==> config.mk <==
export PLATFORM = sky130hd
export DESIGN_NAME = uart_modem_ctl
export DESIGN_NICKNAME = d
export VERILOG_FILES = /design/src/rtl/uart_mdm_pkg.sv /design/src/rtl/uart_mdm_ctlreg.sv /design/src/rtl/uart_mdm_loop.sv /design/src/rtl/uart_mdm_lsr.sv /design/src/rtl/uart_modem_ctl.sv
export SDC_FILE = /design/constraint.sdc
export NUM_CORES = 1
export LEC_CHECK = 0
export BUFFER_PORTS_ARGS = -buffer_cell sky130_fd_sc_hd__buf_2
export CAP_MARGIN = 5
export CELL_PAD_IN_SITES_DETAIL_PLACEMENT = 1
export CELL_PAD_IN_SITES_GLOBAL_PLACEMENT = 2
export CORE_UTILIZATION = 17
export DETAILED_ROUTE_END_ITERATION = 10
export PLACE_DENSITY = 0.76
export SLEW_MARGIN = 20
export SYNTH_ARGS = -nofsm -noshare
export SYNTH_HDL_FRONTEND = slang
export SYNTH_SLANG_ARGS = --single-unit
==> constraint.sdc <==
create_clock -name clk -period 1.1 [get_ports clk]
set_input_delay 0 -clock clk [delete_from_list [all_inputs] [get_ports clk]]
set_output_delay 0 -clock clk [all_outputs]
set_load 0.05 [all_outputs]
==> src/rtl/uart_mdm_pkg.sv <==
package uart_mdm_pkg;
  localparam int unsigned BUS_DW   = 8;
  localparam int unsigned BUS_AW   = 3;
  localparam int unsigned N_MDM    = 4;   // modem lines handled by loopback
  localparam int unsigned CTL_W    = 5;   // implemented modem-control bits
  localparam int unsigned LOOP_BIT = 4;
  localparam int unsigned LS_ERR   = 7;
  localparam int unsigned LS_TEMT  = 6;
  localparam int unsigned LS_TFE   = 5;
  localparam logic [BUS_AW-1:0] OFS_MCR = 3'd4;
  localparam logic [BUS_AW-1:0] OFS_LSR = 3'd5;
  localparam logic [BUS_DW-1:0] MCR_MASK = BUS_DW'((1 << CTL_W) - 1);
endpackage

==> src/rtl/uart_mdm_ctlreg.sv <==
module uart_mdm_ctlreg
  import uart_mdm_pkg::*;
#(
  parameter logic [BUS_AW-1:0] ADDR = OFS_MCR
) (
  input  logic              clk,
  input  logic              rst_n,
  input  logic              wr_en,
  input  logic [BUS_AW-1:0] addr,
  input  logic [BUS_DW-1:0] wdata,
  output logic [BUS_DW-1:0] mcr_q,
  output logic [N_MDM-1:0]  line_ctl,
  output logic              loop_en
);
  logic              hit;
  logic [BUS_DW-1:0] mcr_d;

  always_comb begin
    hit   = wr_en && (addr == ADDR);
    mcr_d = mcr_q;
    if (hit) mcr_d = wdata & MCR_MASK;
  end

  always_ff @(posedge clk or negedge rst_n) begin
    if (!rst_n)   mcr_q <= '0;
    else if (hit) mcr_q <= mcr_d;
  end

  assign line_ctl = mcr_q[N_MDM-1:0];
  assign loop_en  = mcr_q[LOOP_BIT];
endmodule

==> src/rtl/uart_mdm_loop.sv <==
module uart_mdm_loop
  import uart_mdm_pkg::*;
(
  input  logic             loop_en,
  input  logic [N_MDM-1:0] line_ctl,
  input  logic [N_MDM-1:0] pin_in,
  output logic [N_MDM-1:0] pin_out,
  output logic [N_MDM-1:0] sts_in,
  input  logic             tx_bit,
  output logic             txd,
  input  logic             rxd,
  output logic             rx_bit
);
  for (genvar i = 0; i < N_MDM; i++) begin : g_line
    always_comb begin
      if (loop_en) begin
        pin_out[i] = 1'b0;
        sts_in[i]  = line_ctl[i];
      end else begin
        pin_out[i] = line_ctl[i];
        sts_in[i]  = pin_in[i];
      end
    end
  end

  always_comb begin
    txd    = loop_en ? 1'b1   : tx_bit;
    rx_bit = loop_en ? tx_bit : rxd;
  end
endmodule

==> src/rtl/uart_mdm_lsr.sv <==
module uart_mdm_lsr
  import uart_mdm_pkg::*;
(
  input  logic              clk,
  input  logic              rst_n,
  input  logic              par_err,
  input  logic              frm_err,
  input  logic              brk,
  input  logic              txf_empty,
  input  logic              tsr_empty,
  input  logic              tx_push,
  output logic [BUS_DW-1:0] lsr_q
);
  logic [BUS_DW-1:0] lsr_d;

  always_comb begin
    lsr_d          = '0;
    lsr_d[LS_ERR]  = par_err | frm_err | brk;
    lsr_d[LS_TFE]  = txf_empty & ~tx_push;
    lsr_d[LS_TEMT] = txf_empty & tsr_empty & ~tx_push;
  end

  always_ff @(posedge clk or negedge rst_n) begin
    if (!rst_n) lsr_q <= '0;
    else        lsr_q <= lsr_d;
  end
endmodule

==> src/rtl/uart_modem_ctl.sv <==
module uart_modem_ctl
  import uart_mdm_pkg::*;
(
  input  logic       clk,
  input  logic       rst_n,
  input  logic [2:0] bus_addr,
  input  logic       bus_wr,
  input  logic [7:0] bus_wdata,
  output logic [7:0] bus_rdata,
  input  logic       tx_bit_i,
  output logic       txd_o,
  input  logic       rxd_i,
  output logic       rx_bit_o,
  output logic       dtr_o,
  output logic       rts_o,
  output logic       out1_o,
  output logic       out2_o,
  input  logic       dsr_i,
  input  logic       cts_i,
  input  logic       ri_i,
  input  logic       dcd_i,
  output logic       sts_dsr_o,
  output logic       sts_cts_o,
  output logic       sts_ri_o,
  output logic       sts_dcd_o,
  input  logic       par_err_i,
  input  logic       frm_err_i,
  input  logic       brk_i,
  input  logic       txf_empty_i,
  input  logic       tsr_empty_i,
  input  logic       tx_push_i
);
  logic [BUS_DW-1:0] mcr_q;
  logic [BUS_DW-1:0] lsr_q;
  logic [N_MDM-1:0]  line_ctl;
  logic [N_MDM-1:0]  pin_out;
  logic [N_MDM-1:0]  sts_in;
  logic              loop_en;

  uart_mdm_ctlreg #(.ADDR(OFS_MCR)) u_ctl (
    .clk(clk), .rst_n(rst_n), .wr_en(bus_wr), .addr(bus_addr),
    .wdata(bus_wdata), .mcr_q(mcr_q), .line_ctl(line_ctl), .loop_en(loop_en)
  );

  uart_mdm_loop u_loop (
    .loop_en(loop_en), .line_ctl(line_ctl),
    .pin_in({dcd_i, ri_i, cts_i, dsr_i}),
    .pin_out(pin_out), .sts_in(sts_in),
    .tx_bit(tx_bit_i), .txd(txd_o), .rxd(rxd_i), .rx_bit(rx_bit_o)
  );

  uart_mdm_lsr u_lsr (
    .clk(clk), .rst_n(rst_n), .par_err(par_err_i), .frm_err(frm_err_i),
    .brk(brk_i), .txf_empty(txf_empty_i), .tsr_empty(tsr_empty_i),
    .tx_push(tx_push_i), .lsr_q(lsr_q)
  );

  assign {out2_o, out1_o, rts_o, dtr_o}             = pin_out;
  assign {sts_dcd_o, sts_ri_o, sts_cts_o, sts_dsr_o} = sts_in;

  always_comb begin
    unique case (bus_addr)
      OFS_MCR: bus_rdata = mcr_q;
      OFS_LSR: bus_rdata = lsr_q;
      default: bus_rdata = '0;
    endcase
  end
endmodule

==> flow_summary.json, run 1 <==
{
  "cp_num_buf_inv": 2,
  "grt_max_degree": 9,
  "dr.pass1.iters": 2,
  "yosys-top-cells-count": "10 x mux2_2, 9 x and2_1, 8 x dfrtp_1, 5 x nor2b_1",
  "worstPathRequired_ps": 1100,
  "regArea_um2": 201,
  "portBuffers": 40,
  "vias": 522,
  "rsz0062_at_grt": "yes",
  "cts_buffers": 3,
  "status": "finished with violations",
  "hold_path.class": "in -> reg",
  "diodes": 0,
  "ir_drop_mv": 0.697,
  "crit_type": "reg -> out",
  "yosysMostFrequentCell": "mux2_2",
  "tritoncts": "done",
  "setup.worst_path.start_class": "flip-flop",
  "design.core.area_mm2": 0.00250,
  "cts.reportedPaths.clkPinSlew_ps": 50,
  "yosysTopAreaCell": "dfrtp_1",
  "async_flop_share_pct": 100,
  "finalPower_uw": 1540,
  "die_w_um": 53.5,
  "finalNetCount": 124,
  "period_needed_ps": 1260,
  "ys_seq_elements": 8,
  "whs_ps": 6.99,
  "synth-edff-count": 0,
  "tightest_slew_ps": 251,
  "p_int_uw": 913,
  "p_sw_share_pct": 40.7,
  "syn_to_final_growth_pct": 120,
  "chipHeight_um": 53.5,
  "wl_per_cell_um": 11.2,
  "layout_setup_ws_ps": -159,
  "endpoint_kind": "output port",
  "worstPathMaxFanout": 4,
  "layout-drive-gt1-share_pct": 70.8,
  "num_rows": 18,
  "initial_utilization_pct": 18.1,
  "switching_power_uw": 627,
  "arrival_ps": 1260,
  "syn_area_um2": 452,
  "placedCellCount": 109,
  "vias_per_cell": 4.14,
  "grt_antenna_before_repair": 0,
  "max_freq_mhz": 794,
  "finalSetupTns_ps": -1280,
  "grt_pass1_wl_mm": 2.25,
  "setup_viol": 11,
  "clock_path_buffers": 2,
  "grt_pass1_vias": 519,
  "grt_util_all_layers_pct": 11.6,
  "max_cap_violations": 0,
  "ys_seq_area_share_pct": 44.3,
  "slew_viol_final": 0,
  "pwr-share-comb_pct": 60.8,
  "clockRootBuffer": "clkbuf_4",
  "design.die.area_mm2": 0.00287,
  "multiInputGateArea_um2": 282,
  "synth_nets": 64,
  "syn_avg_cell_area_um2": 11.9,
  "dp_hpwl_mm": 1.07,
  "power_frac_clock_pct": 13.8,
  "ys_warn_count": 0,
  "drt-total-wl_mm": 1.41,
  "failed_checks": "setup timing",
  "p_leak_uw": 0.000496,
  "clock_skew_ps": 0,
  "synth_top_area_share_pct": 44.3,
  "hold_viol_final": 0,
  "h-tree-depth": 1,
  "crit_slowest_cell": "dfrtp_2",
  "relSlewSlack_pct": 83.4,
  "final.period_utilization_pct": 114,
  "num_io_pins": 44,
  "antenna_left": 0,
  "synthTopCellsByArea": "dfrtp_1 44%, mux2_2 25%, and2_1 12%",
  "gp_congestion": 0.574,
  "cts.sinks": 8,
  "p_per_area_mw_per_mm2": 1550,
  "drt-initial-drc-count": 2,
  "finalNonFillerCells": 126,
  "worstPathCellList": "buf_12 > mux2_2 > buf_6",
  "seqPwrFrac_pct": 25.4,
  "synth_ff_type": "dfrtp_1",
  "synthCells": 38,
  "drcViolationCount": 0,
  "cpPeakStageDelay_ps": 400,
  "clkLatencyLatePin_ps": 250,
  "synth_cell_types": 10,
  "fill_cells": 293,
  "final_util_pct": 39.7,
  "grt_overflow_total": 0,
  "crit_family": "flip-flops"
}
## sequential cells by signal (all words and copies together), names as in the netlist
register and count:
u_ctl.mcr_q 5, u_lsr.lsr_q 3
## metrics by stage
step,setup WS (ps),cell area (um^2)
after floorplan,-149,452
final,-159,992
after detailed placement,-44.8,699
after global routing,-200,992
after global placement,-4.33,699
after CTS,-166,988
## repair_timing
item | 4_1_cts | 5_1_grt
pin swaps | 1 | 0
hold buffers | 10 | 0
endpoints found under the setup margin | 11 | 11
setup buffers | 4 | 0
endpoints found under the hold margin | 15 | 0
gates resized for setup | 40 | 1
## layer usage
layer / up-vias / global-route usage [%] / wire length, um
li1: 245 / - / -
met1: 244 / 10.8 / 483
met2: 29 / 23.3 / 794
met3: 4 / 1.98 / 105
met4: 0 / 6.58 / 26
met5: - / 0 / 0
## power groups by stage
stage | Sequential, uW | Combinational, uW | Clock (uW)
floorplan | 368 | 486 | 0
global placement | 401 | 603 | 0
detailed placement | 407 | 612 | 0
CTS | 392 | 929 | 222
global route | 402 | 985 | 238
finish | 392 | 935 | 212
## area by class of cell
cell class	count	share of cell area [%]
well taps	30	3.78
multi-input cells	29	28.4
flip-flops and latches	8	20.3
clock buffers	3	2.27
repair buffers	56	45.3
## cells in the final DEF (no fill, tap or decap)
| cell type | count |
|---|---|
| dlygate4sd3_1 | 10 |
| and3b_2 | 1 |
| and2_4 | 1 |
| clkbuf_4 | 3 |
| buf_2 | 29 |
| and2_1 | 8 |
| or3_1 | 1 |
| mux2_2 | 10 |
| nor2b_4 | 4 |
| buf_6 | 11 |
| nor3b_1 | 1 |
| dfrtp_1 | 7 |
| buf_12 | 1 |
| and4bb_4 | 1 |
| nor2b_1 | 1 |
| dfrtp_2 | 1 |
| buf_4 | 2 |
| buf_8 | 3 |
| or2_4 | 1 |
## kinds of logic after synthesis
| group | after synthesis | share of synthesized area [%] |
|---|---|---|
| mux | 10 | 24.9 |
| simple gates | 19 | 29.6 |
| buf+inv | 1 | 1.11 |
| flops | 8 | 44.3 |
## path summary, 6_finish.rpt
kind / startpoint / to / slack, ps / depth (start not counted)
setup / recovery: u_ctl.mcr_q[4]$_DFFE_PN0P_ / sts_dcd_o / -160 / 3
hold / removal: bus_wdata[2] / u_ctl.mcr_q[2]$_DFFE_PN0P_ / 7 / 2
setup reg to reg: u_ctl.mcr_q[4]$_DFFE_PN0P_ / u_ctl.mcr_q[4]$_DFFE_PN0P_ / 50 / 3
hold reg to reg: u_ctl.mcr_q[0]$_DFFE_PN0P_ / u_ctl.mcr_q[0]$_DFFE_PN0P_ / 570 / 1
max in group asynchronous: rst_n / u_ctl.mcr_q[4]$_DFFE_PN0P_ / 810 / 2
min in group asynchronous: rst_n / u_ctl.mcr_q[1]$_DFFE_PN0P_ / 120 / 2
No activity file was read; power rests on OpenSTA's default activity.
==> run 2: changes to the inputs <==
--- a/config.mk
+++ b/config.mk
@@ -5,11 +5,12 @@
 export SDC_FILE = /design/constraint.sdc
 export NUM_CORES = 1
 export LEC_CHECK = 0
+export ABC_AREA = 1
 export BUFFER_PORTS_ARGS = -buffer_cell sky130_fd_sc_hd__buf_2
 export CAP_MARGIN = 5
 export CELL_PAD_IN_SITES_DETAIL_PLACEMENT = 1
 export CELL_PAD_IN_SITES_GLOBAL_PLACEMENT = 2
-export CORE_UTILIZATION = 17
+export CORE_UTILIZATION = 15
 export DETAILED_ROUTE_END_ITERATION = 10
 export PLACE_DENSITY = 0.76
 export SLEW_MARGIN = 20
==> run 2 against run 1 <==
Global-route usage fell by 0.79 points. The run ends with DRC, setup timing left. Largest power group unchanged. Utilization fell by 7.1 points. Critical endpoint is now sts_cts_o. Total power fell by 13%.
==> flow_summary.json, run 2 <==
{
  "syn_to_final_growth_pct": 99.2,
  "clock_skew_ps": 0,
  "regMostFlops": "u_ctl.mcr_q",
  "synth_cell_types": 14,
  "cts_buffers": 3,
  "antenna_left": 0,
  "grt_pass1_vias": 642,
  "grt_max_degree": 9,
  "yosysMostFrequentCell": "nand2_1",
  "worstPathRequired_ps": 1100,
  "yosys-top-cells-count": "18 x nand2_1, 14 x nor2_1, 8 x dfrtp_1, 8 x inv_1, 5 x nand4_1",
  "dp_hpwl_mm": 1.28,
  "finalSetupTns_ps": -815,
  "largestRegisters": "u_ctl.mcr_q x5, u_lsr.lsr_q x3",
  "tritoncts": "done",
  "multiInputGateArea_um2": 250,
  "status": "finished with violations",
  "ys_seq_area_share_pct": 43.2,
  "hold_viol_final": 0,
  "setup.worst_path.start_class": "flip-flop",
  "synthCells": 66,
  "regArea_um2": 201,
  "final_cell_mix": "25 x buf_2, 18 x nand2_1, 12 x buf_6",
  "grt_overflow_total": 0,
  "tightest_slew_ps": 252,
  "num_io_pins": 44,
  "fill_cells": 357,
  "placedCellCount": 136,
  "synth_top_area_share_pct": 43.2,
  "failed_checks": "DRC, setup timing",
  "h-tree-depth": 1,
  "yosysTopAreaCell": "dfrtp_1",
  "place_area_um2": 699,
  "finalNonFillerCells": 148,
  "layout_setup_ws_ps": -101,
  "ys_seq_elements": 8,
  "synth_nets": 92,
  "crit_type": "reg -> out",
  "initial_utilization_pct": 16.4,
  "synth_compound_area_share_pct": 4.32,
  "async_flop_share_pct": 100,
  "drcViolationCount": 8,
  "clkLatencyLatePin_ps": 250,
  "synth_ff_type": "dfrtp_1",
  "max_cap_violations": 0,
  "vias_per_cell": 4.20,
  "max_freq_mhz": 832,
  "syn_area_um2": 463,
  "clockRootBuffer": "clkbuf_4",
  "relSlewSlack_pct": 83.3,
  "layout_commonest_cell": "buf_2",
  "grt_pass1_wl_mm": 2.68,
  "clock_path_buffers": 2,
  "synth.mux.area_fraction_pct": 0,
  "drt-initial-drc-count": 26,
  "design_area_um2": 922,
  "portBuffers": 40,
  "yosys.area_share.simple_pct": 43.0,
  "synthTopCellsByArea": "dfrtp_1 43%, nand2_1 15%, nor2_1 11%",
  "cts.reportedPaths.clkPinSlew_ps": 60,
  "finalNetCount": 145,
  "wl_per_cell_um": 11.5,
  "synthAdderAreaFrac_pct": 0,
  "die_w_um": 57.6,
  "drt-total-wl_mm": 1.70,
  "design.core.area_mm2": 0.00283,
  "arrival_ps": 1200,
  "syn_avg_cell_area_um2": 7.01,
  "diodes": 0,
  "num_rows": 19,
  "synth-edff-count": 0,
  "worstPathMaxFanout": 6,
  "largest_reg_flops": 5,
  "design.die.area_mm2": 0.00331,
  "layout-drive-gt1-share_pct": 50.4,
  "gp_congestion": 0.668,
  "dr.pass1.iters": 7,
  "rsz0062_at_grt": "yes",
  "endpoint_kind": "output port",
  "vias": 622,
  "period_needed_ps": 1200,
  "cts.sinks": 8,
  "p_per_area_mw_per_mm2": 1440,
  "final.period_utilization_pct": 109,
  "ys_warn_count": 0,
  "hold_path.class": "in -> reg",
  "final_util_pct": 32.6,
  "ir_drop_mv": 0.466,
  "grt_util_all_layers_pct": 10.8,
  "p_leak_uw": 0.000490,
  "synth_xor_area_share_pct": 0,
  "synth_top_family_by_area": "simple AND/OR/NAND/NOR gates",
  "chipHeight_um": 57.6,
  "grt_antenna_before_repair": 0,
  "slew_viol_final": 0,
  "setup_viol": 10
}
-- run 2: changes by cell type in the layout (fill, tap and decap cells not counted), moves of 5 or more --
cell / previous run / this run
nand2_1: 0 / 18
mux2_2: 10 / 0
inv_1: 0 / 8
nor2_1: 0 / 10
nand4_1: 0 / 5
and2_1: 8 / 0
-- run 2: worst max-delay path, stage by stage (launching register included) --
cell	delay, ps
dfrtp_2	430
clkinvlp_4	170
o21ai_1	170
buf_6	180
-- run 2: cell type report --
type                    count  area share [%]
well taps                  31            4.21
multi-input cells          47            27.1
repair buffers             49            39.9
clock buffers               3            2.44
inverters                   9            3.66
flip-flops and latches      8            21.8
repair inverters            1           0.814
-- run 2: power breakdown --
group          total, uW  internal, uW  switching [uW]
sequential           367           335            32.4
clock                222           125            97.5
combinational        742           262             480
-- run 2: logic make-up after synthesis --
kind of cell / count (synthesis)
simple gates: 43
buf+inv: 11
compound gates: 4
flops: 8
-- run 2: what timing repair did --
action,4_1_cts,5_1_grt
hold buffers,7,0
endpoints found under the hold margin,11,0
setup endpoints to repair,11,13
resized for setup,28,12
setup buffers,1,0
gates cloned,1,0
-- run 2: stage by stage --
stage	total power [uW]	hold slack [ps]	setup slack, ps
floorplan	772	-296	-151
global placement	917	-149	134
detailed placement	927	-139	101
CTS	1320	6.21	-107
global route	1420	24.7	-178
finish	1330	10.9	-101
-- run 2: path summary, 6_finish.rpt --
check	from	end	slack, ps	depth (start not counted)
worst min register to register	u_ctl.mcr_q[2]$_DFFE_PN0P_	u_ctl.mcr_q[2]$_DFFE_PN0P_	480	2
min in group asynchronous	rst_n	u_lsr.lsr_q[7]$_DFF_PN0_	110	2
worst max-delay path	u_ctl.mcr_q[4]$_DFFE_PN0P_	sts_cts_o	-100	3
worst max register to register	u_ctl.mcr_q[4]$_DFFE_PN0P_	u_ctl.mcr_q[4]$_DFFE_PN0P_	280	3
worst min-delay path	bus_wdata[0]	u_ctl.mcr_q[0]$_DFFE_PN0P_	10	3
max in group asynchronous	rst_n	u_ctl.mcr_q[4]$_DFFE_PN0P_	800	2
-- run 2: metal layers --
metal / GRT usage, % / share of wire, %
met4: 4.18 / 0.35
met5: 0 / 0
met3: 2.95 / 9.0
met2: 21.1 / 56
met1: 10.7 / 34
